--- config.mk ---
export PLATFORM = sky130hd
export DESIGN_NAME = lane_cmd_rx
export DESIGN_NICKNAME = d
export VERILOG_FILES = /design/src/rtl/lcr_pkg.sv /design/src/rtl/lcr_front.sv /design/src/rtl/lcr_shifter.sv /design/src/rtl/lcr_decoder.sv /design/src/rtl/lcr_regs.sv /design/src/rtl/lane_cmd_rx.sv
export SDC_FILE = /design/constraint.sdc
export NUM_CORES = 1
export LEC_CHECK = 0
export BUFFER_PORTS_ARGS = -buffer_cell sky130_fd_sc_hd__buf_4
export CORE_MARGIN = 1.5
export CORE_UTILIZATION = 35
export DETAILED_ROUTE_END_ITERATION = 7
export MAX_ROUTING_LAYER = met4
export PLACE_DENSITY_LB_ADDON = 0.3
export SLEW_MARGIN = 25
export SYNTH_ARGS = -nofsm -noshare
export SYNTH_HDL_FRONTEND = slang
export SYNTH_HIERARCHICAL = 1
export SYNTH_SLANG_ARGS = --single-unit
export TNS_END_PERCENT = 1
--- constraint.sdc ---
create_clock -name clk -period 8.1 [get_ports clk]
set_clock_uncertainty 0.1 [all_clocks]
set_input_delay 1.215 -clock clk [delete_from_list [all_inputs] [get_ports clk]]
set_output_delay 1.215 -clock clk [all_outputs]
set_load 0.01 [all_outputs]
--- src/rtl/lcr_pkg.sv ---
package lcr_pkg;

  // frame decode states
  typedef enum logic [2:0] {
    ST_OPCODE,
    ST_ADDR,
    ST_DATA,
    ST_LOCK_ARMED,
    ST_CLR_ARMED,
    ST_DISCARD
  } frame_st_t;

  // flag status bit positions cleared by the clear command
  localparam int FLG_PROT_BIT  = 1;
  localparam int FLG_PROG_BIT  = 4;
  localparam int FLG_ERASE_BIT = 5;
  localparam logic [7:0] FLG_CLR_MASK =
    8'((1 << FLG_PROT_BIT) | (1 << FLG_PROG_BIT) | (1 << FLG_ERASE_BIT));

  // lane mode codes
  localparam logic [1:0] LM_X2 = 2'd1;
  localparam logic [1:0] LM_X4 = 2'd2;

endpackage

--- src/rtl/lcr_front.sv ---
module lcr_front (
  input  logic       clk,
  input  logic       rst,
  input  logic       sclk,
  input  logic       cs_n,
  input  logic [3:0] dq,
  output logic       sclk_rise,
  output logic       cs_high,
  output logic       cs_rise,
  output logic [3:0] dq_s
);

  logic sclk_q, sclk_d, cs_q, cs_d;

  always_ff @(posedge clk) begin
    if (rst) begin
      sclk_q <= 1'b0;
      sclk_d <= 1'b0;
      cs_q   <= 1'b1;
      cs_d   <= 1'b1;
      dq_s   <= '0;
    end else begin
      sclk_q <= sclk;
      sclk_d <= sclk_q;
      cs_q   <= cs_n;
      cs_d   <= cs_q;
      dq_s   <= dq;
    end
  end

  assign sclk_rise = sclk_q & ~sclk_d & ~cs_q;
  assign cs_high   = cs_q;
  assign cs_rise   = cs_q & ~cs_d;

endmodule

--- src/rtl/lcr_shifter.sv ---
module lcr_shifter #(
  parameter int ADDR_W = 24,
  parameter int CYC_W  = 7
) (
  input  logic              clk,
  input  logic              rst,
  input  logic              frame_clr,
  input  logic              step,
  input  logic [1:0]        lane_mode,
  input  logic [3:0]        dq,
  output logic [CYC_W-1:0]  cyc,
  output logic [ADDR_W-1:0] sh_next
);
  import lcr_pkg::*;

  localparam logic [CYC_W-1:0] CYC_MAX = '1;

  logic [ADDR_W-1:0] sh_q;

  always_comb begin
    unique case (lane_mode)
      LM_X2:   sh_next = {sh_q[ADDR_W-3:0], dq[1:0]};
      LM_X4:   sh_next = {sh_q[ADDR_W-5:0], dq[3:0]};
      default: sh_next = {sh_q[ADDR_W-2:0], dq[0]};
    endcase
  end

  always_ff @(posedge clk) begin
    if (rst || frame_clr) begin
      cyc  <= '0;
      sh_q <= '0;
    end else if (step) begin
      sh_q <= sh_next;
      if (cyc != CYC_MAX) cyc <= cyc + 1'b1;
    end
  end

endmodule

--- src/rtl/lcr_decoder.sv ---
module lcr_decoder #(
  parameter int         ADDR_W  = 24,
  parameter int         CYC_W   = 7,
  parameter logic [7:0] LOCK_OP = 8'hE5,
  parameter logic [7:0] CLR_OP  = 8'h50
) (
  input  logic              clk,
  input  logic              rst,
  input  logic              frame_clr,
  input  logic              step,
  input  logic              cs_rise,
  input  logic [1:0]        lane_mode,
  input  logic [CYC_W-1:0]  cyc,
  input  logic [ADDR_W-1:0] sh_next,
  output logic              lock_we,
  output logic [ADDR_W-1:0] lock_addr,
  output logic [7:0]        lock_val,
  output logic              clr_we
);
  import lcr_pkg::*;

  // last cycle index of each phase, per lane count
  localparam logic [CYC_W-1:0] OP_END_1 = CYC_W'(7);
  localparam logic [CYC_W-1:0] OP_END_2 = CYC_W'(3);
  localparam logic [CYC_W-1:0] OP_END_4 = CYC_W'(1);
  localparam logic [CYC_W-1:0] AD_END_1 = CYC_W'(7 + ADDR_W);
  localparam logic [CYC_W-1:0] AD_END_2 = CYC_W'(3 + ADDR_W / 2);
  localparam logic [CYC_W-1:0] AD_END_4 = CYC_W'(1 + ADDR_W / 4);
  localparam logic [CYC_W-1:0] DT_END_1 = CYC_W'(15 + ADDR_W);
  localparam logic [CYC_W-1:0] DT_END_2 = CYC_W'(7 + ADDR_W / 2);
  localparam logic [CYC_W-1:0] DT_END_4 = CYC_W'(3 + ADDR_W / 4);

  frame_st_t        st_q;
  logic [CYC_W-1:0] op_end, ad_end, dt_end;

  always_comb begin
    unique case (lane_mode)
      LM_X2: begin
        op_end = OP_END_2; ad_end = AD_END_2; dt_end = DT_END_2;
      end
      LM_X4: begin
        op_end = OP_END_4; ad_end = AD_END_4; dt_end = DT_END_4;
      end
      default: begin
        op_end = OP_END_1; ad_end = AD_END_1; dt_end = DT_END_1;
      end
    endcase
  end

  always_ff @(posedge clk) begin
    if (rst || frame_clr) begin
      st_q <= ST_OPCODE;
    end else if (step) begin
      unique case (st_q)
        ST_OPCODE:
          if (cyc == op_end) begin
            if (sh_next[7:0] == LOCK_OP)     st_q <= ST_ADDR;
            else if (sh_next[7:0] == CLR_OP) st_q <= ST_CLR_ARMED;
            else                             st_q <= ST_DISCARD;
          end
        ST_ADDR:
          if (cyc == ad_end) st_q <= ST_DATA;
        ST_DATA:
          if (cyc == dt_end) st_q <= ST_LOCK_ARMED;
        default: st_q <= st_q;
      endcase
    end
  end

  always_ff @(posedge clk) begin
    if (rst) begin
      lock_addr <= '0;
      lock_val  <= '0;
    end else if (step) begin
      if (st_q == ST_ADDR && cyc == ad_end) lock_addr <= sh_next;
      if (st_q == ST_DATA && cyc == dt_end) lock_val  <= sh_next[7:0];
    end
  end

  assign lock_we = cs_rise && (st_q == ST_LOCK_ARMED);
  assign clr_we  = cs_rise && (st_q == ST_CLR_ARMED);

endmodule

--- src/rtl/lcr_regs.sv ---
module lcr_regs #(
  parameter int ADDR_W   = 24,
  parameter int SECT_LSB = 16,
  parameter int SECT_CNT = 16,
  parameter int IDX_W    = 4
) (
  input  logic              clk,
  input  logic              rst,
  input  logic              preset_flag_we,
  input  logic [7:0]        preset_flag_val,
  input  logic              preset_lock_we,
  input  logic [IDX_W-1:0]  preset_lock_idx,
  input  logic [7:0]        preset_lock_val,
  input  logic              cmd_lock_we,
  input  logic [ADDR_W-1:0] cmd_lock_addr,
  input  logic [7:0]        cmd_lock_val,
  input  logic              cmd_clr_we,
  input  logic [IDX_W-1:0]  rd_idx,
  output logic [7:0]        rd_data,
  output logic [7:0]        flags
);
  import lcr_pkg::*;

  logic [7:0]       lock_mem [SECT_CNT];
  logic             wr_en;
  logic [IDX_W-1:0] wr_idx;
  logic [7:0]       wr_val;

  // single write port: preset has priority over a command commit
  always_comb begin
    wr_en  = preset_lock_we | cmd_lock_we;
    wr_idx = preset_lock_we ? preset_lock_idx : cmd_lock_addr[SECT_LSB +: IDX_W];
    wr_val = preset_lock_we ? preset_lock_val : cmd_lock_val;
  end

  always_ff @(posedge clk) begin
    if (wr_en) lock_mem[wr_idx] <= wr_val;
    rd_data <= lock_mem[rd_idx];
  end

  always_ff @(posedge clk) begin
    if (rst)                 flags <= '0;
    else if (preset_flag_we) flags <= preset_flag_val;
    else if (cmd_clr_we)     flags <= flags & ~FLG_CLR_MASK;
  end

endmodule

--- src/rtl/lane_cmd_rx.sv ---
module lane_cmd_rx #(
  parameter int         ADDR_W   = 24,
  parameter int         SECT_LSB = 16,
  parameter int         SECT_CNT = 16,
  parameter logic [7:0] LOCK_OP  = 8'hE5,
  parameter logic [7:0] CLR_OP   = 8'h50,
  localparam int        IDX_W    = $clog2(SECT_CNT),
  localparam int        CYC_W    = $clog2(ADDR_W + 17) + 1
) (
  input  logic             clk,
  input  logic             rst,
  input  logic             spi_sclk,
  input  logic             spi_cs_n,
  input  logic [3:0]       spi_dq,
  input  logic [1:0]       lane_mode,
  input  logic             preset_flag_we,
  input  logic [7:0]       preset_flag_val,
  input  logic             preset_lock_we,
  input  logic [IDX_W-1:0] preset_lock_idx,
  input  logic [7:0]       preset_lock_val,
  input  logic [IDX_W-1:0] lock_rd_idx,
  output logic [7:0]       lock_rd_data,
  output logic [7:0]       flag_status
);

  logic              sclk_rise, cs_high, cs_rise;
  logic [3:0]        dq_s;
  logic [CYC_W-1:0]  cyc;
  logic [ADDR_W-1:0] sh_next;
  logic              cmd_lock_we, cmd_clr_we;
  logic [ADDR_W-1:0] cmd_lock_addr;
  logic [7:0]        cmd_lock_val;

  lcr_front u_front (
    .clk(clk), .rst(rst), .sclk(spi_sclk), .cs_n(spi_cs_n), .dq(spi_dq),
    .sclk_rise(sclk_rise), .cs_high(cs_high), .cs_rise(cs_rise), .dq_s(dq_s)
  );

  lcr_shifter #(.ADDR_W(ADDR_W), .CYC_W(CYC_W)) u_shift (
    .clk(clk), .rst(rst), .frame_clr(cs_high), .step(sclk_rise),
    .lane_mode(lane_mode), .dq(dq_s), .cyc(cyc), .sh_next(sh_next)
  );

  lcr_decoder #(
    .ADDR_W(ADDR_W), .CYC_W(CYC_W), .LOCK_OP(LOCK_OP), .CLR_OP(CLR_OP)
  ) u_dec (
    .clk(clk), .rst(rst), .frame_clr(cs_high), .step(sclk_rise),
    .cs_rise(cs_rise), .lane_mode(lane_mode), .cyc(cyc), .sh_next(sh_next),
    .lock_we(cmd_lock_we), .lock_addr(cmd_lock_addr), .lock_val(cmd_lock_val),
    .clr_we(cmd_clr_we)
  );

  lcr_regs #(
    .ADDR_W(ADDR_W), .SECT_LSB(SECT_LSB), .SECT_CNT(SECT_CNT), .IDX_W(IDX_W)
  ) u_regs (
    .clk(clk), .rst(rst),
    .preset_flag_we(preset_flag_we), .preset_flag_val(preset_flag_val),
    .preset_lock_we(preset_lock_we), .preset_lock_idx(preset_lock_idx),
    .preset_lock_val(preset_lock_val),
    .cmd_lock_we(cmd_lock_we), .cmd_lock_addr(cmd_lock_addr),
    .cmd_lock_val(cmd_lock_val), .cmd_clr_we(cmd_clr_we),
    .rd_idx(lock_rd_idx), .rd_data(lock_rd_data), .flags(flag_status)
  );

endmodule

After elaboration in Yosys (flattened, before gate mapping)
Memory sizes are Yosys's and may differ from the RTL's. A register that Yosys moved wholly into a read port is not among the register bits.
Cells that the tools add are included.
{"block": "op_classes", "n_addsub": 1, "mul": 0, "div_mod_pow": 0, "order_cmp": 0, "eq_ne": 15, "shift": 0, "muxes": 16, "n_bitwise": 7, "reduce_logical": 12}
{"op": "20-bit case mux with 2 select lines", "n": 1}
{"op": "8-bit two-way mux", "n": 2}
{"op": "3-bit two-way mux", "n": 4}
{"op": "6-bit case mux with 2 select lines", "n": 1}
{"op": "5-bit case mux with 2 select lines", "n": 1}
{"op": "3-bit case mux with 3 select lines", "n": 1}
{"op": "8-bit by 7-bit == test with 1-bit output (second input constant)", "n": 1}
{"op": "8-bit == test (second input constant)", "n": 1}
{"op": "7-bit by 1-bit adder with 7-bit output (second input constant)", "n": 1}
{"op": "7-bit by 3-bit == test with 1-bit output", "n": 1}
{"op": "7-bit by 5-bit == test with 1-bit output", "n": 1}
{"op": "7-bit by 6-bit == test with 1-bit output", "n": 1}
{"op": "7-bit != test (second input constant)", "n": 1}
{"op": "3-bit by 2-bit == test with 1-bit output (second input constant)", "n": 2}
{"op": "6-bit two-way mux", "n": 1}
{"op": "2-bit by 1-bit != test with 1-bit output (second input constant)", "n": 3}
{"op": "3-bit case mux with 2 select lines", "n": 1}
{"op": "2-bit AND reduction", "n": 3}
{"op": "5-bit AND reduction", "n": 1}
{"op": "1-bit logical AND", "n": 4}
{"op": "4-bit two-way mux", "n": 1}
{"op": "1-bit bitwise AND", "n": 3}
{"op": "3-bit by 1-bit == test with 1-bit output (second input constant)", "n": 1}
{"op": "3-bit == test (second input constant)", "n": 1}
{"op": "9 further kinds", "n": 13}
{"block": "word_totals", "ff_bits": 73, "latchBits": 0, "mem_bits_rw": 128, "rom_bits": 0, "inputBits": 36, "memories": 1}
{"memory": "u_regs.lock_mem", "depth": 16, "width": 8, "rd": 1, "rd_clocked_by_memory_dff": 1, "write_ports": 1, "line": "lcr_regs.sv:24", "text": "logic [7:0] lock_mem [SECT_CNT];"}

Depth between registers and ports, before layout
{"block": "depth", "word_depth": 7, "ltp_mapped": 12, "depth_no_buf": 10}

Cells and area by module
Netlist, hierarchy kept.
{"module": "lcr_regs", "instances": 1, "cells_each": 282, "area_per_inst_um2": 5610.4, "seq_area_each_um2": 4164.0}
{"module": "lcr_shifter", "instances": 1, "cells_each": 219, "area_per_inst_um2": 1844.3, "seq_area_each_um2": 600.6}
{"module": "lcr_decoder", "instances": 1, "cells_each": 149, "area_per_inst_um2": 1511.4, "seq_area_each_um2": 700.7}
{"module": "lcr_front", "instances": 1, "cells_each": 18, "area_per_inst_um2": 224.0, "seq_area_each_um2": 160.2}

Worst setup path after synthesis
OpenSTA, ideal clock, no wires.
{"block": "synth_path", "path_kind": "input port to flip-flop", "from": "input port lane_mode[0]", "to": "register u_dec.st_q[0]", "setup_time_ps": 136, "arrival_time_ps": 3301, "required_time_ps": 7864, "slack_ps": 4563, "path_stages": 11, "n_path_buf": 2, "path_cell_list": "inv_1 ha_1 buf_6 buf_6 a221o_1 and2_1 or4b_2 nor3_1 o21bai_1 o311ai_0 a211oi_1"}
{"block": "synth_via", "elab_chain_len": 7, "elab_cells_between_ends": 19, "cone_classes": "10 x eq/ne; 8 x mux; 1 x reduce/logical"}
{"element": "start, declared", "line": "lane_cmd_rx.sv:15", "text": "input logic [1:0] lane_mode,"}
{"element": "2-bit == test / 2-bit by 1-bit == test with 1-bit output (equally long branches)", "line": "lcr_shifter.sv:21", "text": "unique case (lane_mode)"}
{"element": "20-bit case mux with 2 select lines *", "line": "lcr_shifter.sv:21"}
{"element": "net sh_next[5]", "line": "lane_cmd_rx.sv:29", "text": "logic [ADDR_W-1:0] sh_next;"}
{"element": "8-bit by 7-bit == test with 1-bit output", "line": "lcr_decoder.sv:58", "text": "else if (sh_next[7:0] == CLR_OP) st_q <= ST_CLR_ARMED;"}
{"element": "1-bit two-way mux", "line": "lcr_decoder.sv:58"}
{"element": "3-bit two-way mux *", "line": "lcr_decoder.sv:57", "text": "if (sh_next[7:0] == LOCK_OP) st_q <= ST_ADDR;"}
{"element": "3-bit two-way mux *", "line": "lcr_decoder.sv:56", "text": "if (cyc == op_end) begin"}
{"element": "3-bit case mux with 3 select lines *", "line": "lcr_decoder.sv:54", "text": "unique case (st_q)"}
{"element": "end signal, assigned", "line": "lcr_decoder.sv:65", "text": "default: st_q <= st_q;"}
{"element": "end, declared", "line": "lcr_decoder.sv:33", "text": "frame_st_t st_q;"}
Mark *: on every way through the listed nets, which the timed path passes. The rest lies on a longest branch. The select of a mux whose other input is x is not followed.
A chain may end at the register's enable or synchronous reset.

Final worst setup path
Same ends and word-level chain as after synthesis.

==> results.md <==
- Slew HR: 40.9%
- Port Buffers: 51
- Vias per inst: 5.12
- RePlAce Congestion: 0.788
- Filler cells: 2,143
- Synth Cell Area: 8220 µm²
- Non-Filler Instances: 929
- RSZ-0062 raised after global routing: no
- Number of buffers added for setup after CTS: 0
- Critical path type: primary input to register
- Setup-failing EPs final: 0
- TNS Setup: 0 ps
- CP Data Arrival Time: 3580 ps
- Nets: 644
- Final hold slack: 374 ps
- Synth Instances: 571
- Initial antenna violation count: 0
- Final ANT Viol Nets: 0
- Register Area: 5140 µm²
- TritonCTS Buffers: 17
- Number of global-route vias before repair: 4,725
- Placed cell count: 897
- Grt total ovfl: 0
- Req. time, crit path: 8300 ps
- FP Rows: 55
- DR WL/cell: 17.8 µm
- Bufs on Longest Clock Path: 2
- Max IR drop VDD: 0.126 mV
- Max Fclk: 296 MHz
- Net Count, Synth: 612
- Via Count: 4,761
- Critical Path End Type: register
- Status: finished clean
- Die Wd: 156 µm
- 1st-pass router iterations: 5
- Final setup margin: 4730 ps
- Maximum fanout along the worst path: 38
- Worst slew pin tran: 883 ps
- CORE AREA: 22,800 µm²
- PwrDens: 222 nW/µm²
- Drt drc: 0
- Final instance area: 9360 µm²
- Final Hold Vio Count: 0
- TritonCTS Sinks: 193
- CP startpoint kind: primary input
- First-pass GRT wire length: 25,900 µm
- I/O pin cnt: 52
- Syn-to-layout area delta: 13.9%
- Detailed Place HPWL: 10,900 µm
- Type of the worst min-delay path: register to register
- Overall Global Routing Usage: 14.6%
- Initial core utilization: 36.0%
- Die area: 24,400 µm²
- Multi-input gate area: 2760 µm²
- Share of layout cells above drive strength 1: 19.5%
- Later-pin clock latency in the skew report: 430 ps
- Setup WS pre-CTS: 3980 ps
- ANT cells: 0
- CTS root buf: clkbuf_16
- H-tree lvl count: 4
- Tot Pwr: 2.08 mW
- Clock transition at the registers of the reported paths: 80 ps
- Fin crit period: 3370 ps
- Drt initial violations: 404
- YS warnings: 6
- Final core utilization: 41.0%
- Chip height: 156 µm
- CTS tree: done
- Fin. max-slew vios: 0
- Largest net degree at the start of global routing: 45
- Leakage: 3.20 nW
- Final period utilization: 41.7%
- Hold-fix buffers, CTS: 0
- Post-cts sizing count: 0
- Placed cell area: 8720 µm²
- MaxCap Viol Count: 0
- Avg Inst Size Synth: 14.4 µm²
- WL final: 16,500 µm
## cells in the final DEF (no fill, tap or decap), types with 4 or more instances in the layout
| cell type | count |
|---|---|
| and2_1 | 11 |
| and3_1 | 4 |
| inv_12 | 4 |
| mux4_1 | 14 |
| nor3b_1 | 4 |
| clkbuf_16 | 17 |
| mux2i_1 | 20 |
| a22oi_1 | 17 |
| buf_4 | 52 |
| ha_1 | 4 |
| nand2_1 | 20 |
| dfxtp_1 | 65 |
| nand2b_1 | 37 |
| nand4_1 | 4 |
| inv_1 | 9 |
| edfxtp_1 | 128 |
| a31oi_1 | 4 |
| nor2_1 | 47 |
| mux4_2 | 18 |
| xor2_1 | 4 |
| mux2_2 | 8 |
| a221o_1 | 18 |
| nand3_1 | 17 |
| nor2b_1 | 10 |
| clkinv_8 | 5 |
| a211oi_1 | 4 |
| inv_8 | 5 |
| a21oi_1 | 26 |
## flip-flops by register name, indices dropped and copies added, names as in the netlist, 3 cells and up
| name | count |
|---|---|
| u_regs/lock_mem | 128 |
| u_shift/sh_q | 19 |
| u_dec/lock_val | 8 |
| u_regs/flags | 8 |
| u_regs/rd_data | 8 |
| u_shift/cyc | 7 |
| u_dec/lock_addr | 4 |
| u_front/dq_s | 4 |
| u_dec/st_q | 3 |
## worst max-delay path: stages
cell	delay, ps
buf_4	130
inv_1	50
ha_2	460
a221o_1	350
and2_1	190
or4b_2	660
nor3_1	210
o21bai_1	80
o311ai_0	90
a211oi_1	130
## path summary, 6_finish.rpt
check,startpoint,endpoint,slack (ps),cells after the start
worst max-delay path,lane_mode[0],u_dec/st_q[0]$_SDFFE_PP0P_,4730,10
worst min-delay path,u_front/sclk_q$_SDFF_PP0_,u_front/sclk_d$_SDFF_PP0_,370,1
worst max register to register,u_front/cs_high$_SDFF_PP1_,u_regs/lock_mem[3][5]$_DFFE_PP_,5500,5
worst min register to register,u_front/sclk_q$_SDFF_PP0_,u_front/sclk_d$_SDFF_PP0_,370,1
## layout make-up
type	instances	share of cell area, %
clock buffer	17	4.55
timing repair buffer	52	4.17
inverter	9	0.361
multi-input combinational	330	29.5
tap	313	4.18
sequential	193	55.0
clock inverter	15	2.26
## power by group
part           switching (mW)  total, mW  internal [mW]  leakage, nW
Sequential            0.00638       1.07           1.07         1.63
Combinational          0.0784      0.141         0.0630         1.26
Clock                   0.430      0.863          0.434        0.308
## layer usage
metal / track usage, % / share of wire, % / vias up
met5: - / 0 / -
met4: 3.85 / 0.51 / 0
met3: 3.17 / 3.9 / 6
met2: 25.1 / 53 / 115
met1: 17.3 / 43 / 2386
li1: - / - / 2254
No activity file was read; power rests on OpenSTA's default activity.
